### config.mk
export PLATFORM = sky130hd
export DESIGN_NAME = cmi_deser_top
export DESIGN_NICKNAME = d
export VERILOG_FILES = /design/src/rtl/cmi_deser_pkg.sv /design/src/rtl/cmi_symbol_dec.sv /design/src/rtl/cmi_width_ctrl.sv /design/src/rtl/cmi_word_packer.sv /design/src/rtl/cmi_deser_top.sv
export SDC_FILE = /design/constraint.sdc
export NUM_CORES = 1
export LEC_CHECK = 0
export BUFFER_PORTS_ARGS = -buffer_cell sky130_fd_sc_hd__buf_2
export CORE_MARGIN = 2
export CORE_UTILIZATION = 30
export CTS_CLUSTER_DIAMETER = 100
export CTS_CLUSTER_SIZE = 16
export DETAILED_ROUTE_END_ITERATION = 16
export MAX_ROUTING_LAYER = met4
export PLACE_DENSITY = 0.53
export SLEW_MARGIN = 20
export SYNTH_ARGS = -nofsm -noshare
export SYNTH_HDL_FRONTEND = slang
export SYNTH_SLANG_ARGS = --single-unit
### constraint.sdc
create_clock -name clk -period 2.2 [get_ports clk]
set_clock_uncertainty 0.05 [all_clocks]
set_input_delay 0.22 -clock clk [delete_from_list [all_inputs] [get_ports clk]]
set_output_delay 0.22 -clock clk [all_outputs]
set_load 0.02 [all_outputs]
### src/rtl/cmi_deser_pkg.sv
package cmi_deser_pkg;

  typedef enum logic [1:0] {
    WID_2 = 2'd0,
    WID_4 = 2'd1,
    WID_8 = 2'd2
  } wid_e;

  // Map the external width code to an effective width; 11 falls back to 2 bits.
  function automatic wid_e wid_from_code(input logic [1:0] code);
    case (code)
      2'b10:   return WID_4;
      2'b01:   return WID_8;
      default: return WID_2;
    endcase
  endfunction

  // Index of the last bit of a word for a given width.
  function automatic int wid_last_idx(input wid_e w);
    case (w)
      WID_4:   return 3;
      WID_8:   return 7;
      default: return 1;
    endcase
  endfunction

endpackage

### src/rtl/cmi_symbol_dec.sv
module cmi_symbol_dec
  import cmi_deser_pkg::*;
(
  input  logic clk,
  input  logic rst,
  input  logic bit_en,
  input  logic nrz_mode,
  input  logic half_a,
  input  logic half_b,
  output logic dec_bit,
  output logic viol_q
);

  logic have_mark;
  logic mark_lvl;
  logic err;

  always_comb begin
    dec_bit = 1'b0;
    err     = 1'b0;
    if (nrz_mode) begin
      dec_bit = half_a;
    end else begin
      case ({half_a, half_b})
        2'b01: dec_bit = 1'b0;
        2'b10: begin
          dec_bit = 1'b0;
          err     = 1'b1;
        end
        default: begin
          dec_bit = 1'b1;
          err     = have_mark && (mark_lvl == half_a);
        end
      endcase
    end
  end

  always_ff @(posedge clk) begin
    if (rst) begin
      have_mark <= 1'b0;
      mark_lvl  <= 1'b0;
      viol_q    <= 1'b0;
    end else if (bit_en) begin
      viol_q <= err;
      if (nrz_mode) begin
        have_mark <= 1'b0;
      end else if (half_a == half_b) begin
        have_mark <= 1'b1;
        mark_lvl  <= half_a;
      end
    end
  end

  AST_VIOL_LOW_NRZ: assert property (@(posedge clk) disable iff (rst)
    (bit_en && nrz_mode) |=> !viol_q);

  AST_VIOL_HOLD: assert property (@(posedge clk) disable iff (rst)
    !bit_en |=> $stable(viol_q));

  AST_ALT_MARK_OK: assert property (@(posedge clk) disable iff (rst)
    (bit_en && !nrz_mode && (half_a != half_b) && !half_a) |=> !viol_q);

endmodule

### src/rtl/cmi_width_ctrl.sv
module cmi_width_ctrl
  import cmi_deser_pkg::*;
(
  input  logic       clk,
  input  logic       rst,
  input  logic [1:0] width_sel,
  output wid_e       wid_q,
  output logic       flush,
  output logic       cfg_bad
);

  wid_e wid_new;

  always_comb begin
    wid_new = wid_from_code(width_sel);
    flush   = (wid_new != wid_q);
  end

  always_ff @(posedge clk) begin
    if (rst) begin
      wid_q   <= wid_new;
      cfg_bad <= 1'b0;
    end else begin
      wid_q <= wid_new;
      if (width_sel == 2'b11) cfg_bad <= 1'b1;
    end
  end

  AST_BAD_STICKY: assert property (@(posedge clk) disable iff (rst)
    cfg_bad |=> cfg_bad);

  AST_BAD_SETS: assert property (@(posedge clk) disable iff (rst)
    (width_sel == 2'b11) |=> cfg_bad);

endmodule

### src/rtl/cmi_word_packer.sv
module cmi_word_packer
  import cmi_deser_pkg::*;
#(
  parameter int MAX_W = 8
) (
  input  logic             clk,
  input  logic             rst,
  input  logic             bit_en,
  input  logic             flush,
  input  wid_e             wid_q,
  input  logic             bit_in,
  output logic [MAX_W-1:0] par_data,
  output logic             par_valid
);

  localparam int CNT_W = $clog2(MAX_W);

  logic [CNT_W-1:0] cnt;
  logic [CNT_W-1:0] last_idx;
  logic [MAX_W-1:0] acc;
  logic [MAX_W-1:0] acc_nxt;
  logic [MAX_W-1:0] wmask;

  assign last_idx = CNT_W'(wid_last_idx(wid_q));

  for (genvar gi = 0; gi < MAX_W; gi++) begin : g_mask
    assign wmask[gi] = (int'(last_idx) >= gi);
  end

  always_comb begin
    acc_nxt      = acc;
    acc_nxt[cnt] = bit_in;
  end

  always_ff @(posedge clk) begin
    if (rst) begin
      cnt       <= '0;
      acc       <= '0;
      par_data  <= '0;
      par_valid <= 1'b0;
    end else if (flush) begin
      cnt       <= '0;
      acc       <= '0;
      par_valid <= 1'b0;
    end else if (bit_en) begin
      if (cnt == last_idx) begin
        par_data  <= acc_nxt & wmask;
        par_valid <= 1'b1;
        cnt       <= '0;
        acc       <= '0;
      end else begin
        acc       <= acc_nxt;
        cnt       <= cnt + 1'b1;
        par_valid <= 1'b0;
      end
    end
  end

  AST_CNT_RANGE: assert property (@(posedge clk) disable iff (rst)
    cnt <= last_idx);

  AST_VALID_HOLD: assert property (@(posedge clk) disable iff (rst)
    (!bit_en && !flush) |=> $stable(par_valid));

  AST_UPPER_ZERO: assert property (@(posedge clk) disable iff (rst)
    par_valid |-> ((par_data & ~wmask) == '0));

  AST_FLUSH_DROPS: assert property (@(posedge clk) disable iff (rst)
    flush |=> !par_valid);

endmodule

### src/rtl/cmi_deser_top.sv
module cmi_deser_top
  import cmi_deser_pkg::*;
#(
  parameter int MAX_W = 8
) (
  input  logic             clk,
  input  logic             rst,
  input  logic             bit_en,
  input  logic             half_a,
  input  logic             half_b,
  input  logic             nrz_mode,
  input  logic [1:0]       width_sel,
  output logic [MAX_W-1:0] par_data,
  output logic             par_valid,
  output logic             code_viol,
  output logic             cfg_invalid
);

  logic dec_bit;
  logic flush;
  wid_e wid_q;

  cmi_symbol_dec u_dec (
    .clk      (clk),
    .rst      (rst),
    .bit_en   (bit_en),
    .nrz_mode (nrz_mode),
    .half_a   (half_a),
    .half_b   (half_b),
    .dec_bit  (dec_bit),
    .viol_q   (code_viol)
  );

  cmi_width_ctrl u_wctl (
    .clk       (clk),
    .rst       (rst),
    .width_sel (width_sel),
    .wid_q     (wid_q),
    .flush     (flush),
    .cfg_bad   (cfg_invalid)
  );

  cmi_word_packer #(.MAX_W(MAX_W)) u_pack (
    .clk       (clk),
    .rst       (rst),
    .bit_en    (bit_en),
    .flush     (flush),
    .wid_q     (wid_q),
    .bit_in    (dec_bit),
    .par_data  (par_data),
    .par_valid (par_valid)
  );

  AST_RESET_CLEAN: assert property (@(posedge clk)
    rst |=> (!par_valid && !code_viol && !cfg_invalid));

endmodule

# Yosys cells after proc, flatten, opt, wreduce, memory -nomap -nowiden
# Index checks and enable logic that the tools add are counted.
# totals
register_bits	26
in_bits	8
output_inout_bits	11
elab_cells	55
# classes
add_sub_neg	1
order_cmp	9
eq_ne	11
muxes	14
n_bitwise	3
n_reduce_logical	8
# op_table
operator	count
>= comparator 3 bit, second input constant	4
bitwise AND 8 bit	1
bitwise mux 8 bit	1
== test 2 bit, second input constant	4
two-way mux 8 bit	1
two-way mux 1 bit	7
== test 2 x 1 -> 1 bit, second input constant	3
>= comparator 3 x 1 -> 1 bit, second input constant	2
>= comparator 3 x 2 -> 1 bit, second input constant	2
one-hot mux 3 bit (2 select lines)	1
AND reduction 3 bit	2
less-than comparator 3 x 4 -> 1 bit, second input constant	1
one-hot mux 2 bit (2 select lines)	1
OR reduction 2 bit	2
adder 3 x 1 -> 3 bit, second input constant	1
demux 1 bit (select 3 bit)	1
== test 3 bit	1
two-way mux 3 bit	1
== test 1 bit	2
logical AND 1 bit	2
!= test 2 bit	1
inverter 1 bit	2
one-hot mux 1 bit (2 select lines)	1
AND reduction 2 bit	1
nonzero test 2 bit	1

# Depth between registers and ports, before layout
# Gate-level depths: netlist of run 1.
# depth
word_depth	6
mapped_depth	8
depth_no_buf	6

# By module
# Synthesis of run 1 repeated with hierarchy kept, for this count alone.
# unflattened
hier_cells	154
hier_area_um2	1323.8
# modules_own_cells
module	instances	cells_per_inst	area_each_um2	seq_area_each_um2
cmi_word_packer	1	126	1034.7	400.4
cmi_symbol_dec	1	16	165.2	60.1
cmi_width_ctrl	1	12	123.9	60.1

# Worst setup path before layout of run 1
# OpenSTA, ideal clock, no wires.
# synth_path
path_kind	reg-to-reg
from	register u_wctl.wid_q[0]
to	register u_pack.acc[0]
setup_ns	0.063
t_arrival_ns	1.763
required_ns	2.087
setup_slack_ns	0.324
path_stages_with_launch	9
path_buffers	2
period_less_slack_ns	1.876
path_cell_list	dfxtp_1 -> inv_1 -> ha_1 -> xor2_1 -> and4_4 -> buf_6 -> or3_1 -> buf_6 -> nor2_2
# synth_between
elab_chain_len	4
word_cells_on_any_way	7
cone_classes	eq/ne (4); mux (2); reduce/logical (1)
# synth_rtl
item	line_no	text
start: declaration	cmi_width_ctrl.sv:7	output wid_e wid_q,
start signal: assignment	cmi_width_ctrl.sv:21	wid_q <= wid_new;
start signal: assignment	cmi_width_ctrl.sv:24	wid_q <= wid_new;
== test 2 bit / == test 2 x 1 -> 1 bit (equally long branches)	cmi_deser_pkg.sv:20	case (w)
one-hot mux 3 bit (2 select lines)	cmi_deser_pkg.sv:20	
== test 3 bit	cmi_word_packer.sv:46	if (cnt == last_idx) begin
two-way mux 8 bit	cmi_word_packer.sv:46	
end signal: assignment	cmi_word_packer.sv:52	acc <= acc_nxt;
end: declaration	cmi_word_packer.sv:20	logic [MAX_W-1:0] acc;
# Parallel ways exist; a longest one is shown, timed or not.
# A chain may end at the register's enable or synchronous reset.

# Worst setup path after layout of run 1
# Ends and elaborated chain as after synthesis.

==> results of run 1 <==
sequential cells by signal, indices dropped and copies added, names as in the netlist:
name              cells
u_pack.acc            8
u_wctl.cfg_bad        1
u_dec.have_mark       1
u_dec.viol_q          1
u_pack.par_data       8
u_wctl.wid_q          2
u_pack.par_valid      1
u_dec.mark_lvl        1
u_pack.cnt            3
stage by stage:
stage / area [um2] / utilization (%)
final: 1520 / 35.2
after global placement: 1450 / 33.5
after CTS: 1520 / 35.2
after detailed placement: 1450 / 33.5
after global routing: 1520 / 35.2
after floorplan: 1350 / -
cells in the final DEF, fill, tap and decap left out, drive strengths merged, types with 4 or more instances in the layout:
cell type / n
o21ai: 8
nor2: 13
ha: 4
xor2: 4
buf: 19
nand3: 4
mux2i: 9
inv: 4
mux2: 9
nand4: 5
nor2b: 4
a21oi: 12
dfxtp: 26
routing by layer:
layer	part of all wire, %	GRT usage, %
met4	0	2.52
met1	47	14.5
met5	0	-
met3	3.5	2.42
met2	49	18.7
final cells by class:
type / instances / area (um2) / area share (%)
multi-input cells: 100 / 752 / 49.4
flip-flops and latches: 26 / 520 / 34.2
repair buffers: 19 / 97.6 / 6.41
well taps: 52 / 65.1 / 4.28
clock buffers: 3 / 41.3 / 2.71
clock inverters: 1 / 30.0 / 1.97
inverters: 4 / 15.0 / 0.987
cell families after synthesis:
group / share of synthesized area (%)
and+or+nand+nor: 22.4
muxes: 14.2
buffers and inverters: 5.48
adders and majority gates: 3.72
xor gates and xnor gates: 4.46
DFF: 38.7
AOI/OAI and AO/OA: 11.1
worst paths after layout:
path                   startpoint              end  cells past startpoint  slack (ns)
hold / removal           nrz_mode  u_dec.have_mark                      2        0.12
hold reg to reg    u_wctl.cfg_bad   u_wctl.cfg_bad                      2        0.43
setup reg to reg  u_wctl.wid_q[0]    u_pack.acc[0]                      6        0.10
setup / recovery  u_wctl.wid_q[0]    u_pack.acc[0]                      6        0.10
power groups by stage:
stage / Combinational (W) / Sequential (W) / Clock (W)
global placement: 0.000107 / 0.000500 / 0
global route: 0.000122 / 0.000492 / 0.000427
CTS: 0.000111 / 0.000490 / 0.000407
finish: 0.000110 / 0.000490 / 0.000396
floorplan: 0.0000877 / 0.000497 / 0
detailed placement: 0.000110 / 0.000501 / 0
==> results.toml, run 1 <==
[setup_path]
cp.arrival_ns = 2.25
setup.worst_path.end_class = "flop"
crit_required_ns = 2.36
path_max_fanout = 9
crit_slowest_cell = "or3_1"
crit_path_max_incr_delay_ns = 0.55
crit_buf_inv = 1
worst-setup-path-type = "flop to flop"
crit_family = "simple AND/OR/NAND/NOR gates"
cp-start-kind = "flop"
path_cells = "inv_1 -> ha_1 -> xor2_1 -> and4_4 -> or3_1 -> nor2_2"

[placement]
dp_slack_ns = 0.137
port_buffers = 18
dp_hpwl_um = 2020
dp_cells = 201
gp_congestion = 0.785

[timing]
whs_ns = 0.120
tightest_slew_ns = 0.516
rsz0062_at_grt = "false"
fmax_ghz = 0.477
worst_slack_ns = 0.103
setup-tns-final_ns = 0
min_period_ns = 2.10
slew_viol_final = 0
hold_viol = 0
fin_crit_sh_pct = 95.3
setup_viol = 0
relSlewSlack_pct = 65.6

[route]
num_vias = 993
drc = 0
drt_iter0_markers = 29
vias_per_cell = 4.84
postRouteAntennaNets = 0
dr.pass1.iters = 4
routed_wl_um = 2600
wl_per_cell_um = 12.7

[yosys]
synth_top_cell_by_area = "dfxtp_1"
netlist_instances = 139
synth_commonest_cells = "dfxtp_1 (26), a21oi_1 (12), mux2_2 (9), mux2i_1 (9)"
syn_nets = 151
synth-edff-count = 0
ys_warn_count = 0
ys_ff_latch = 26
yosysSeqAreaShare_pct = 38.7
synth.top_cell.area_share_pct = 38.7
post_synth.cell_area_avg_um2 = 9.69
ys_types = 36
async_flop_share_pct = 0
synth_area_um2 = 1350
synth_ff_type = "dfxtp_1"
netlist_top_cells_area = "dfxtp_1 (39%), mux2_2 (7.5%), mux2i_1 (6.7%)"
yosysMostFrequentCell = "dfxtp_1"

[global_routing]
grt_pass1_vias = 970
antenna_found_initial = 0
grt_use_total_pct = 11.4
grt_max_degree = 19
grt_pass1_wl_um = 4570
overflow = 0

[finish]
nets = 166
area_growth_pct = 13.0
layout-drive-gt1-share_pct = 29.4
n_fill_cell = 452
instances_no_fill = 205
diodes = 0

[cts]
clkSlewWorstSetupHoldPaths_ns = 0.09
cts_setup_buffers = 0
post_cts_resized = 0
clock_sink_count = 26
clockBufferDepth = 2
worstSkewPairLatency_ns = 0.27
cts_buffers = 3
h-tree-depth = 1
cts_tree = "yes"
cts_hold_buf = 0
clock-root-buffer = "clkbuf_8"

[pwr]
ir_drop_mv = 0.219
clkPwrFrac_pct = 39.7
p_sw_w = 0.000229
p_int_w = 0.000766
cellPowerDensity_nw_per_um2 = 654
power_leakage_nw = 0.601
p_seq_share_pct = 49.2
combPwrFrac_pct = 11.1
fin_total_pwr_w = 0.000996
sw_frac_of_total_pct = 23.1

[die]
core-area_um2 = 4320
initial_core_util_pct = 31.1
fp.dieH_um = 71.0
fp.dieArea_um2 = 5040
io_pins = 19
num_rows = 24
die_w_um = 71.0

[outcome]
outcome = "finished, final reports clean"

[worst_hold_path]
hold_class = "input port to flop"

[job]
drv_cap = 0
Power figures use the tool's default switching activity.
==> run 2: changes to the inputs <==
- CORE_MARGIN: 2 -> not set
==> run 2 against run 1 <==
Count of clock-buffer cells in the layout did not move; sequential share of layout area rose by 0.11 points; wire length rose by 5.9%; non-clock buffer count rose by 3; largest power group unchanged; final cell count did not move; worst setup slack improved by 0.15 ns; total power fell by 13%.
==> results.toml, run 2 (same netlist as run 1, synthesis figures left out) <==
[global_routing]
antenna_found_initial = 0
grt_max_degree = 19
grt_use_total_pct = 13.6
overflow = 0
grt_pass1_vias = 946
grt_pass1_wl_um = 4510

[setup_path]
r2r_cells = 6
cp-start-kind = "flop"
path_cells = "inv_1 -> ha_1 -> xor2_1 -> and4_4 -> or3_4 -> nor2_2"
cp.arrival_ns = 2.11
setup.worst_path.end_class = "flop"
crit_buf_inv = 1
path_max_fanout = 9
crit_slowest_cell = "or3_4"
crit_required_ns = 2.36
regToRegSetupSlack_ns = 0.25
worst-setup-path-type = "flop to flop"
r2r_start = "u_wctl.wid_q[0]"
worstReg2RegEnd = "u_pack.acc[1]"
crit_path_max_incr_delay_ns = 0.43
crit_family = "simple AND/OR/NAND/NOR gates"

[route]
routed_wl_um = 2760
dr.pass1.iters = 4
num_vias = 1040
wl_per_cell_um = 13.4
postRouteAntennaNets = 0
vias_per_cell = 5.07
drc = 0
drt_iter0_markers = 20

[cts]
clkSlewWorstSetupHoldPaths_ns = 0.09
clockBufferDepth = 2
cts_hold_buf = 0
cts_tree = "yes"
clock-root-buffer = "clkbuf_8"
h-tree-depth = 1
cts_buffers = 3
worstSkewPairLatency_ns = 0.27
clock_sink_count = 26

[die]
initial_core_util_pct = 32.5
fp.dieH_um = 69.0
fp.dieArea_um2 = 4760
core-area_um2 = 4140
io_pins = 19
die_w_um = 69.0
num_rows = 23

[timing]
tightest_slew_ns = 0.464
setup-tns-final_ns = 0
slew_viol_final = 0
relSlewSlack_pct = 69.0
fmax_ghz = 0.514
min_period_ns = 1.95
fin_crit_sh_pct = 88.5
rsz0062_at_grt = "false"
setup_viol = 0
hold_viol = 0

[placement]
place_area_um2 = 1460
dp_cells = 200
gp_congestion = 0.741
port_buffers = 18
dp_hpwl_um = 2050

[pwr]
sw_frac_of_total_pct = 25.4
ir_drop_mv = 0.235
cellPowerDensity_nw_per_um2 = 574
clkPwrFrac_pct = 30.3
p_sw_w = 0.000221
power_leakage_nw = 0.600
fin_total_pwr_w = 0.000871
p_int_w = 0.000650
combPwrFrac_pct = 13.5
p_seq_share_pct = 56.2

[finish]
reg.largest.list = "u_pack.acc: 8 flops, u_pack.par_data: 8 flops, u_pack.cnt: 3 flops"
nets = 169
n_fill_cell = 453
layout_commonest_cell = "dfxtp_1"
area_growth_pct = 12.6
fin_area_um2 = 1520
layout-drive-gt1-share_pct = 31.0
diodes = 0
instances_no_fill = 205
most-common-layout-cells = "dfxtp_1 (26), buf_2 (18), a21oi_1 (12)"

[worst_hold_path]
worstHoldStart = "nrz_mode"
hold_class = "input port to flop"
holdPathEnd = "u_dec.have_mark"
hold_depth = 2

[outcome]
outcome = "finished, final reports clean"

[job]
drv_cap = 0
[run 2: cell types whose count changed in the layout (fill, tap and decap cells not counted), sizes merged]
cell / previous run / this run
bufinv: 1 / 0
buf: 19 / 22
[run 2: what timing repair did]
| action | in CTS | in global routing |
|---|---|---|
| buffers inserted | 0 | 2 |
| endpoints found under the setup margin | 0 | 11 |
| resized for setup | 0 | 1 |
[run 2: worst max-delay path by stage]
stage	from	endpoint	slack [ns]	depth (start not counted)
after floorplan	u_wctl.wid_q[0]	u_pack.acc[0]	0.32	8
after global placement	u_wctl.wid_q[0]	u_pack.acc[7]	0.19	6
after detailed placement	u_wctl.wid_q[0]	u_pack.acc[1]	0.10	6
after CTS	u_wctl.wid_q[0]	u_pack.acc[1]	0.08	6
after global routing	u_wctl.wid_q[0]	u_pack.acc[3]	0.13	6
final	u_wctl.wid_q[0]	u_pack.acc[1]	0.25	6
[run 2: final cells by class]
class / instances / area [um2] / share of cell area, %
Timing Repair Buffer: 22 / 120 / 7.92
Clock buffer: 3 / 41.3 / 2.72
Sequential cell: 26 / 520 / 34.3
Multi-Input combinational cell: 100 / 757 / 49.9
Tap cell: 50 / 62.6 / 4.13
Inverter: 4 / 15.0 / 0.990
[run 2: worst reg2reg max path: cells and delay by family (launching register included)]
| family | cells | cell delay [ns] |
|---|---|---|
| buffers and inverters | 1 | 0.09 |
| adder cells (fa/ha/maj) | 1 | 0.36 |
| AND/OR/NAND/NOR | 3 | 0.81 |
| XOR/XNOR | 1 | 0.18 |
| flip-flops | 1 | 0.39 |
[run 2: stage by stage]
stage / hold slack (ns) / setup WS (ns) / utilization, %
CTS: 0.122 / 0.0767 / 36.1
global placement: 0.402 / 0.194 / 35.1
floorplan: 0.239 / 0.324 / -
finish: 0.126 / 0.253 / 36.6
global route: 0.123 / 0.135 / 36.6
detailed placement: 0.408 / 0.105 / 35.1
[run 2: power groups by stage]
stage               Sequential, W  Clock (W)  Combinational [W]
global route             0.000492   0.000293           0.000129
finish                   0.000490   0.000264           0.000117
global placement         0.000500          0           0.000110
floorplan                0.000497          0          0.0000877
CTS                      0.000490   0.000281           0.000115
detailed placement       0.000501          0           0.000114
[run 2: per-layer routing]
metal	track usage [%]	vias to the layer above	wire, um
met1	16.4	492	1260
met5	-	-	0
li1	-	527	-
met2	22.2	16	1360
met3	3.45	5	111
met4	3.83	0	24
==> run 3: changes to the inputs <==
- PLACE_DENSITY: 0.53 -> not set
- PLACE_DENSITY_LB_ADDON: not set -> 0.15
- REMOVE_ABC_BUFFERS: not set -> 1
- clock period: 2.2 -> 1.8 ns (I/O delays scaled with it)
==> run 3 against run 2 <==
Count of clock-buffer cells in the layout did not move; non-clock buffer count rose by 8; flip-flop and latch count did not move; wire length rose by 9.0%; sequential share of layout area fell by 1.6 points.
==> results.toml, run 3 (same netlist as run 1, synthesis figures left out) <==
[outcome]
outcome = "finished, final reports clean"

[pwr]
cellPowerDensity_nw_per_um2 = 688
power_leakage_nw = 0.641
ir_drop_mv = 0.261

[route]
num_vias = 1072
routed_wl_um = 3010
drc = 0
dr.pass1.iters = 6
vias_per_cell = 5.03
wl_per_cell_um = 14.1
postRouteAntennaNets = 0
drt_iter0_markers = 20

[timing]
setup_viol = 0
tightest_slew_ns = 0.418
whs_ns = 0.0748
slew_viol_final = 0
relSlewSlack_pct = 72.1
min_period_ns = 1.74
fin_crit_sh_pct = 96.9
hold_viol = 0
worst_slack_ns = 0.0559
fmax_ghz = 0.573

[finish]
area_growth_pct = 18.6
layout-drive-gt1-share_pct = 36.2
reg.largest.list = "u_pack.acc: 8 flops, u_pack.par_data: 8 flops, u_pack.cnt: 3 flops"
fin_area_um2 = 1600
n_fill_cell = 424
most-common-layout-cells = "dfxtp_1 (25), buf_2 (18), a21oi_1 (12)"
diodes = 0
layout_commonest_cell = "dfxtp_1"
final_util_pct = 38.5
nets = 177

[global_routing]
grt_use_total_pct = 13.8
antenna_found_initial = 0
grt_max_degree = 15
grt_pass1_wl_um = 4620
overflow = 0
grt_pass1_vias = 1003

[cts]
clock_sink_count = 26
cts_tree = "yes"
clock-root-buffer = "clkbuf_8"
clockBufferDepth = 2
worstSkewPairLatency_ns = 0.27
h-tree-depth = 1
cts_setup_buffers = 0
cts_buffers = 3
clkSlewWorstSetupHoldPaths_ns = 0.08

[die]
core-area_um2 = 4140
die_w_um = 69.0
fp.dieArea_um2 = 4760
fp.dieH_um = 69.0
io_pins = 19
num_rows = 23
initial_core_util_pct = 32.5

[setup_path]
crit_slowest_cell = "dfxtp_1"
crit_path_max_incr_delay_ns = 0.44
path_cells = "ha_4 -> xor2_1 -> and4_4 -> or3_4 -> buf_4 -> nor2_4"
crit_required_ns = 1.97
crit_buf_inv = 1
worst-setup-path-type = "flop to flop"
cp-start-kind = "flop"
crit_family = "simple AND/OR/NAND/NOR gates"
r2r_cells = 6
cp.depth = 6
path_max_fanout = 4
setup.worst_path.end_class = "flop"
cp.arrival_ns = 1.91

[job]
drv_cap = 0

[placement]
dp_slack_ns = 0.0151
gp_congestion = 0.777
dp_hpwl_um = 2210
place_area_um2 = 1520
port_buffers = 18

[worst_hold_path]
hold_depth = 2
hold_class = "input port to flop"
## run 3: changes by cell type in the layout (fill, tap and decap cells not counted)
cell	delta
buf_4	+7
ha_1	-2
buf_6	+1
dfxtp_1	-1
dfxtp_2	+1
ha_2	+1
ha_4	+1
## run 3: metal layers
layer	GRT usage [%]	wire [um]
met1	17.0	1520
met2	22.2	1350
met3	1.97	85
met4	6.12	49
met5	-	0
## run 3: area by class of cell
class / instances / area [um2] / area share [%]
multi-input cells: 100 / 772 / 48.4
flip-flops and latches: 26 / 522 / 32.7
repair buffers: 30 / 184 / 11.5
well taps: 50 / 62.6 / 3.92
clock buffers: 3 / 41.3 / 2.59
inverters: 4 / 15.0 / 0.940
## run 3: timing repair
action                                  4_1_cts  5_1_grt
resized for setup                             1        6
endpoints found under the setup margin        5       10
hold buffers                                  0        0
cloned                                        0        1
## run 3: path summary, 6_finish.rpt
path                    from  slack, ns              end
min                 nrz_mode       0.07  u_dec.have_mark
min reg2reg   u_wctl.cfg_bad       0.42   u_wctl.cfg_bad
max reg2reg  u_wctl.wid_q[1]       0.06    u_pack.acc[4]
max          u_wctl.wid_q[1]       0.06    u_pack.acc[4]
## run 3: power by group
part           leakage [nW]  internal (W)  switching, W  total (W)
logic                 0.409     0.0000777     0.0000944   0.000172
registers             0.211      0.000585     0.0000112   0.000596
clock network        0.0216      0.000150      0.000180   0.000330
total                 0.641      0.000813      0.000286    0.00110
## run 3: stage by stage
| stage | setup TNS [ns] | total power [W] | cells |
|---|---|---|---|
| final | 0 | 0.00110 | 213 |
| after global routing | -0.125 | 0.00114 | 213 |
| after CTS | 0 | 0.00110 | 212 |
| after detailed placement | 0 | 0.000771 | 209 |
| after global placement | 0 | 0.000767 | 209 |
| after floorplan | -0.833 | 0.000698 | 130 |
